===== src/rtl/pfp_pkg.sv =====
// Package: shared types for the pattern flip predictor.
// Assumes: a single-bit branch direction encoding.
package pfp_pkg;
    typedef enum logic {
        DIR_NOT_TAKEN = 1'b0,
        DIR_TAKEN     = 1'b1
    } dir_e;
endpackage


===== src/rtl/pfp_miss_detect.sv =====
// Module: pfp_miss_detect
// Flags a wrong prediction on a resolve strobe.
// Assumes: pred_dir is the prediction that was offered for this resolve.
module pfp_miss_detect
    import pfp_pkg::*;
(
    input  logic res_valid,
    input  logic res_dir,
    input  logic pred_dir,
    output logic miss
);
    dir_e actual_d;
    dir_e guess_d;

    // Purpose: compare the guess with the actual direction when a resolve is valid.
    always_comb begin
        actual_d = dir_e'(res_dir);
        guess_d  = dir_e'(pred_dir);
        miss     = res_valid && (actual_d != guess_d);
    end
endmodule


===== src/rtl/pfp_history.sv =====
// Module: pfp_history
// Circular history register. Invert-on-miss is applied before the rotate-left.
// Assumes: PAT_LEN >= 2; miss is asserted only together with advance.
module pfp_history #(
    parameter int unsigned          PAT_LEN = 5,
    parameter logic [PAT_LEN-1:0]   PATTERN = 5'b10110
) (
    input  logic               clk,
    input  logic               rst_n,
    input  logic               advance,
    input  logic               miss,
    input  logic               res_dir,
    output logic [PAT_LEN-1:0] hist
);
    localparam int unsigned TOP = PAT_LEN - 1;

    logic [PAT_LEN-1:0] nxt;

    // Purpose: each bit takes its right-hand neighbour (bit 0 takes the top bit),
    // inverted on a miss.
    for (genvar i = 0; i < PAT_LEN; i++) begin : g_bit
        localparam int unsigned SRC = (i == 0) ? TOP : i - 1;
        assign nxt[i] = hist[SRC] ^ miss;
    end

    // Purpose: synchronous reset to the pattern, advance on a resolve strobe.
    always_ff @(posedge clk) begin
        if (!rst_n) begin
            hist <= PATTERN;
        end else if (advance) begin
            hist <= nxt;
        end
    end

    // a low reset at an edge leaves the pattern in place
    p_reset_load_r1: assert property (@(posedge clk)
        !rst_n |=> hist == PATTERN);

    // no update without a strobe
    p_hold_idle_r3: assert property (@(posedge clk) disable iff (!rst_n)
        !advance |=> $stable(hist));

    // a hit keeps the same number of taken bits
    p_hit_keeps_ones_r4: assert property (@(posedge clk) disable iff (!rst_n)
        (advance && !miss) |=> $countones(hist) == $countones($past(hist)));

    // a miss complements the number of taken bits
    p_miss_flips_ones_r5: assert property (@(posedge clk) disable iff (!rst_n)
        (advance && miss) |=> $countones(hist) == PAT_LEN - $countones($past(hist)));

    // after any resolve, bit 0 holds the resolved direction
    p_lsb_is_outcome_r5: assert property (@(posedge clk) disable iff (!rst_n)
        advance |=> hist[0] == $past(res_dir));

    // a hit moves the old top bit into bit 0
    p_hit_wraps_top_r4: assert property (@(posedge clk) disable iff (!rst_n)
        (advance && !miss) |=> hist[0] == $past(hist[TOP]));
endmodule


===== src/rtl/pattern_flip_predictor.sv =====
// Module: pattern_flip_predictor
// Top level: predicts one branch from a repeating pattern and
// inverts its history on a miss so that it also follows the complement pattern.
// Assumes: res_valid is pulsed once per resolved branch, in order.
module pattern_flip_predictor #(
    parameter int unsigned          PAT_LEN = 5,
    parameter logic [PAT_LEN-1:0]   PATTERN = 5'b10110
) (
    input  logic clk,
    input  logic rst_n,
    input  logic res_valid,
    input  logic res_taken,
    output logic pred_taken
);
    localparam int unsigned TOP = PAT_LEN - 1;

    logic [PAT_LEN-1:0] hist;
    logic               miss;

    pfp_miss_detect u_miss (
        .res_valid (res_valid),
        .res_dir   (res_taken),
        .pred_dir  (pred_taken),
        .miss      (miss)
    );

    pfp_history #(
        .PAT_LEN (PAT_LEN),
        .PATTERN (PATTERN)
    ) u_hist (
        .clk     (clk),
        .rst_n   (rst_n),
        .advance (res_valid),
        .miss    (miss),
        .res_dir (res_taken),
        .hist    (hist)
    );

    // Purpose: the prediction is the top history bit
    assign pred_taken = hist[TOP];

    // the prediction moves only after a resolve
    p_pred_stable_r2: assert property (@(posedge clk) disable iff (!rst_n)
        !res_valid |=> $stable(pred_taken));

    // after a miss, the next guess is the inverse of the old second bit
    p_miss_next_guess_r5: assert property (@(posedge clk) disable iff (!rst_n)
        (res_valid && (res_taken != pred_taken)) |=> pred_taken != $past(hist[TOP-1]));
endmodule


===== config.mk =====
export PLATFORM = sky130hd
export DESIGN_NAME = pattern_flip_predictor
export DESIGN_NICKNAME = d
export VERILOG_FILES = /design/src/rtl/pfp_pkg.sv /design/src/rtl/pfp_miss_detect.sv /design/src/rtl/pfp_history.sv /design/src/rtl/pattern_flip_predictor.sv
export SDC_FILE = /design/constraint.sdc
export NUM_CORES = 1
export LEC_CHECK = 0
export ABC_AREA = 1
export CAP_MARGIN = 20
export CORE_AREA = 8 8 45 47
export DETAILED_ROUTE_END_ITERATION = 8
export DIE_AREA = 0 0 53 55
export GPL_ROUTABILITY_DRIVEN = 0
export MAX_ROUTING_LAYER = met4
export SETUP_SLACK_MARGIN = 0.05
export SLEW_MARGIN = 20
export SYNTH_ARGS = -nofsm -noshare
export SYNTH_HDL_FRONTEND = slang
export SYNTH_SLANG_ARGS = --single-unit

===== constraint.sdc =====
create_clock -name clk -period 1.1 [get_ports clk]
set_clock_uncertainty 0.1 [all_clocks]
set_input_delay 0.11 -clock clk [delete_from_list [all_inputs] [get_ports clk]]
set_output_delay 0.11 -clock clk [all_outputs]
set_load 0.02 [all_outputs]

==> flow_summary.toml <==
[power]
power_mw = 0.553
power-per-cell-area_nw_per_um2 = 1320
clkPwrFrac_pct = 39.5
seqPwrFrac_pct = 37.3
ir_worst_vdd_mv = 0.449
swShare_pct = 29.1
p_comb_share_pct = 23.2
switchingPower_mw = 0.161
p_leak_nw = 0.230
p_int_mw = 0.392

[cts]
postCtsHoldBufs = 0
clockBufferDepth = 2
cts_made_buffers = 3
htree_levels = 1
numClockSinks = 5
cts_root_buf = "clkbuf_4"
cts_tree = "yes"
clk_latency_ns = 0.24
postCtsSetupRepairBufs = 0
cts.clk_slew.worst_paths_ns = 0.05

[sta]
finalHoldViolations = 0
max_freq_mhz = 1000
period_share_pct = 90.9
min_period_ns = 1.00
timing.final.ws_setup_ns = 0.100
rsz0062_at_grt = "true"
setup_viol = 0
slew_headroom_pct = 85.6
worst_slew_pin_slew_ns = 0.215
drv_slew = 0

[worst_setup_path]
crit_chain = "buf_6 -> inv_6 -> nand2_4 -> nand2_2 -> nand2_1 -> nand3_2 -> nand2_1"
crit_buf_inv = 2
slowest_delay_ns = 0.31
worst-setup-path-type = "register to register"
r2r_start = "u_hist.hist[4]$_SDFFE_PN1P_"
cp_top_family = "flip-flops"
cpMaxStageDelayCell = "dfxtp_2"
startpoint_type = "register"
cp_max_fo = 4
cp-end-kind = "register"
cp_common_cell = "nand2_1"
crit_required_ns = 1.14
crit_start = "u_hist.hist[4]$_SDFFE_PN1P_"
cp.arrival_ns = 1.04

[synth]
yosysSeqAreaShare_pct = 39.0
synth_top_family_by_area = "simple AND/OR/NAND/NOR gates"
synthSimpleGateAreaFrac_pct = 36.1
yosysUniqueCellTypes = 8
mappedNetlistArea_um2 = 256
synthMuxAreaShare_pct = 0
synthAdderAreaFrac_pct = 0
netlist_instances = 42
synth_area_per_cell_um2 = 6.11
synth_compound_area_share_pct = 11.7
synth-seq-cells = 5
syn_nets = 46
synth-warning-count = 0
synthXorXnorAreaFrac_pct = 0

[cells_and_area]
drive_gt1_share_pct = 38.9
num-fill-cells = 152
largest_reg_flops = 5
diodes = 0
fin_util_pct = 30.4
biggestRegsByFlops = "u_hist.hist x5"
area_growth_pct = 63.9
final_common_cell = "nand2_1"
layout_common_cells = "nand2_1, inv_1, a21oi_1"
fin_area_um2 = 420
instances_no_fill = 70
fin_nets = 59
largest_register = "u_hist.hist"

[floorplan]
placementRows = 14
io_pins = 5
fp.coreArea_um2 = 1380
dieArea_um2 = 2920
start_util_pct = 18.5
die_h_um = 55
die_w_um = 53

[placement]
io_buffers = 4
dpl_cell_area_um2 = 347
place_inst = 66
place_ws_ns = -0.109

[drt]
postRouteAntennaNets = 0
wl_per_cell_um = 8.70
drtIter0Drc = 5
drc_errors = 0
vias = 296
viasPerCell = 4.23
dr.pass1.iters = 4
drt_wl_total_um = 609

[global_routing]
grt_antenna_before_repair = 0
grt_pass1_wl_um = 986
grt_pass1_vias = 253
gr-total-overflow = 0
grtUsageTotal_pct = 5.06
grt_max_degree = 6

[worst_hold_path]
min_from = "res_taken"
holdCritPathClass = "input pin to register"

[outcome]
status = "finished, final reports clean"

[run]
maxCapViolCount = 0
power groups by stage:
| stage | Clock [mW] | Sequential [mW] | Combinational [mW] |
|---|---|---|---|
| finish | 0.219 | 0.207 | 0.128 |
| CTS | 0.223 | 0.206 | 0.104 |
| detailed placement | 0 | 0.209 | 0.104 |
| global route | 0.235 | 0.208 | 0.142 |
| global placement | 0 | 0.209 | 0.104 |
| floorplan | 0 | 0.214 | 0.0541 |
cell families after synthesis:
| logic type | Yosys count |
|---|---|
| simple gates | 22 |
| buf+inv | 9 |
| compound gates | 6 |
| flops | 5 |
worst paths after layout:
path	end	slack (ns)	cells after the start
worst max-delay path	u_hist.hist[2]$_SDFFE_PN1P_	0.10	7
worst min-delay path	u_hist.hist[0]$_SDFFE_PN0P_	0.27	4
worst max register to register	u_hist.hist[2]$_SDFFE_PN1P_	0.10	7
worst min register to register	u_hist.hist[1]$_SDFFE_PN1P_	0.39	2
routing by layer:
layer	wire, µm	vias up	global-route usage [%]	part of all wire, %
li1	-	154	-	-
met4	25	0	6.47	4.1
met2	279	6	7.03	46
met5	0	-	-	0
met1	259	132	4.39	43
met3	44	4	2.67	7.2
worst min-delay path, stage by stage:
cell and delay [ns]:
dlymetal6s2s_1 0.18, inv_2 0.12, buf_4 0.11, a21oi_1 0.05
metrics by stage:
stage	hold slack (ns)	setup TNS, ns
finish	0.273	0
global placement	0.377	-0.430
CTS	0.357	0
detailed placement	0.386	-0.422
floorplan	0.100	0
global route	0.286	0
layout make-up:
class                      instances  area (µm²)  share of cell area, %
clock buffer                       4        26.3                   6.25
inverter                           9        38.8                   9.23
multi-input combinational         28         163                   38.7
sequential                         5         101                   24.1
tap                               16        20.0                   4.76
timing repair buffer               8        71.3                   17.0
timing repair:
action / in CTS / in global routing
cloned: 0 / 0
endpoints found under the setup margin: 1 / 5
pin swaps: 0 / 4
resized for setup: 3 / 17
synth_stat cells:
library cell / count / area, µm²
nand2_2: 1 / 6.26
nand3_1: 6 / 30.0
dfxtp_1: 5 / 100
inv_1: 6 / 22.5
a21oi_1: 5 / 25.0
o21ai_1: 1 / 5.00
nand2_1: 15 / 56.3
inv_2: 3 / 11.3
No activity file was read; power rests on OpenSTA's default activity.
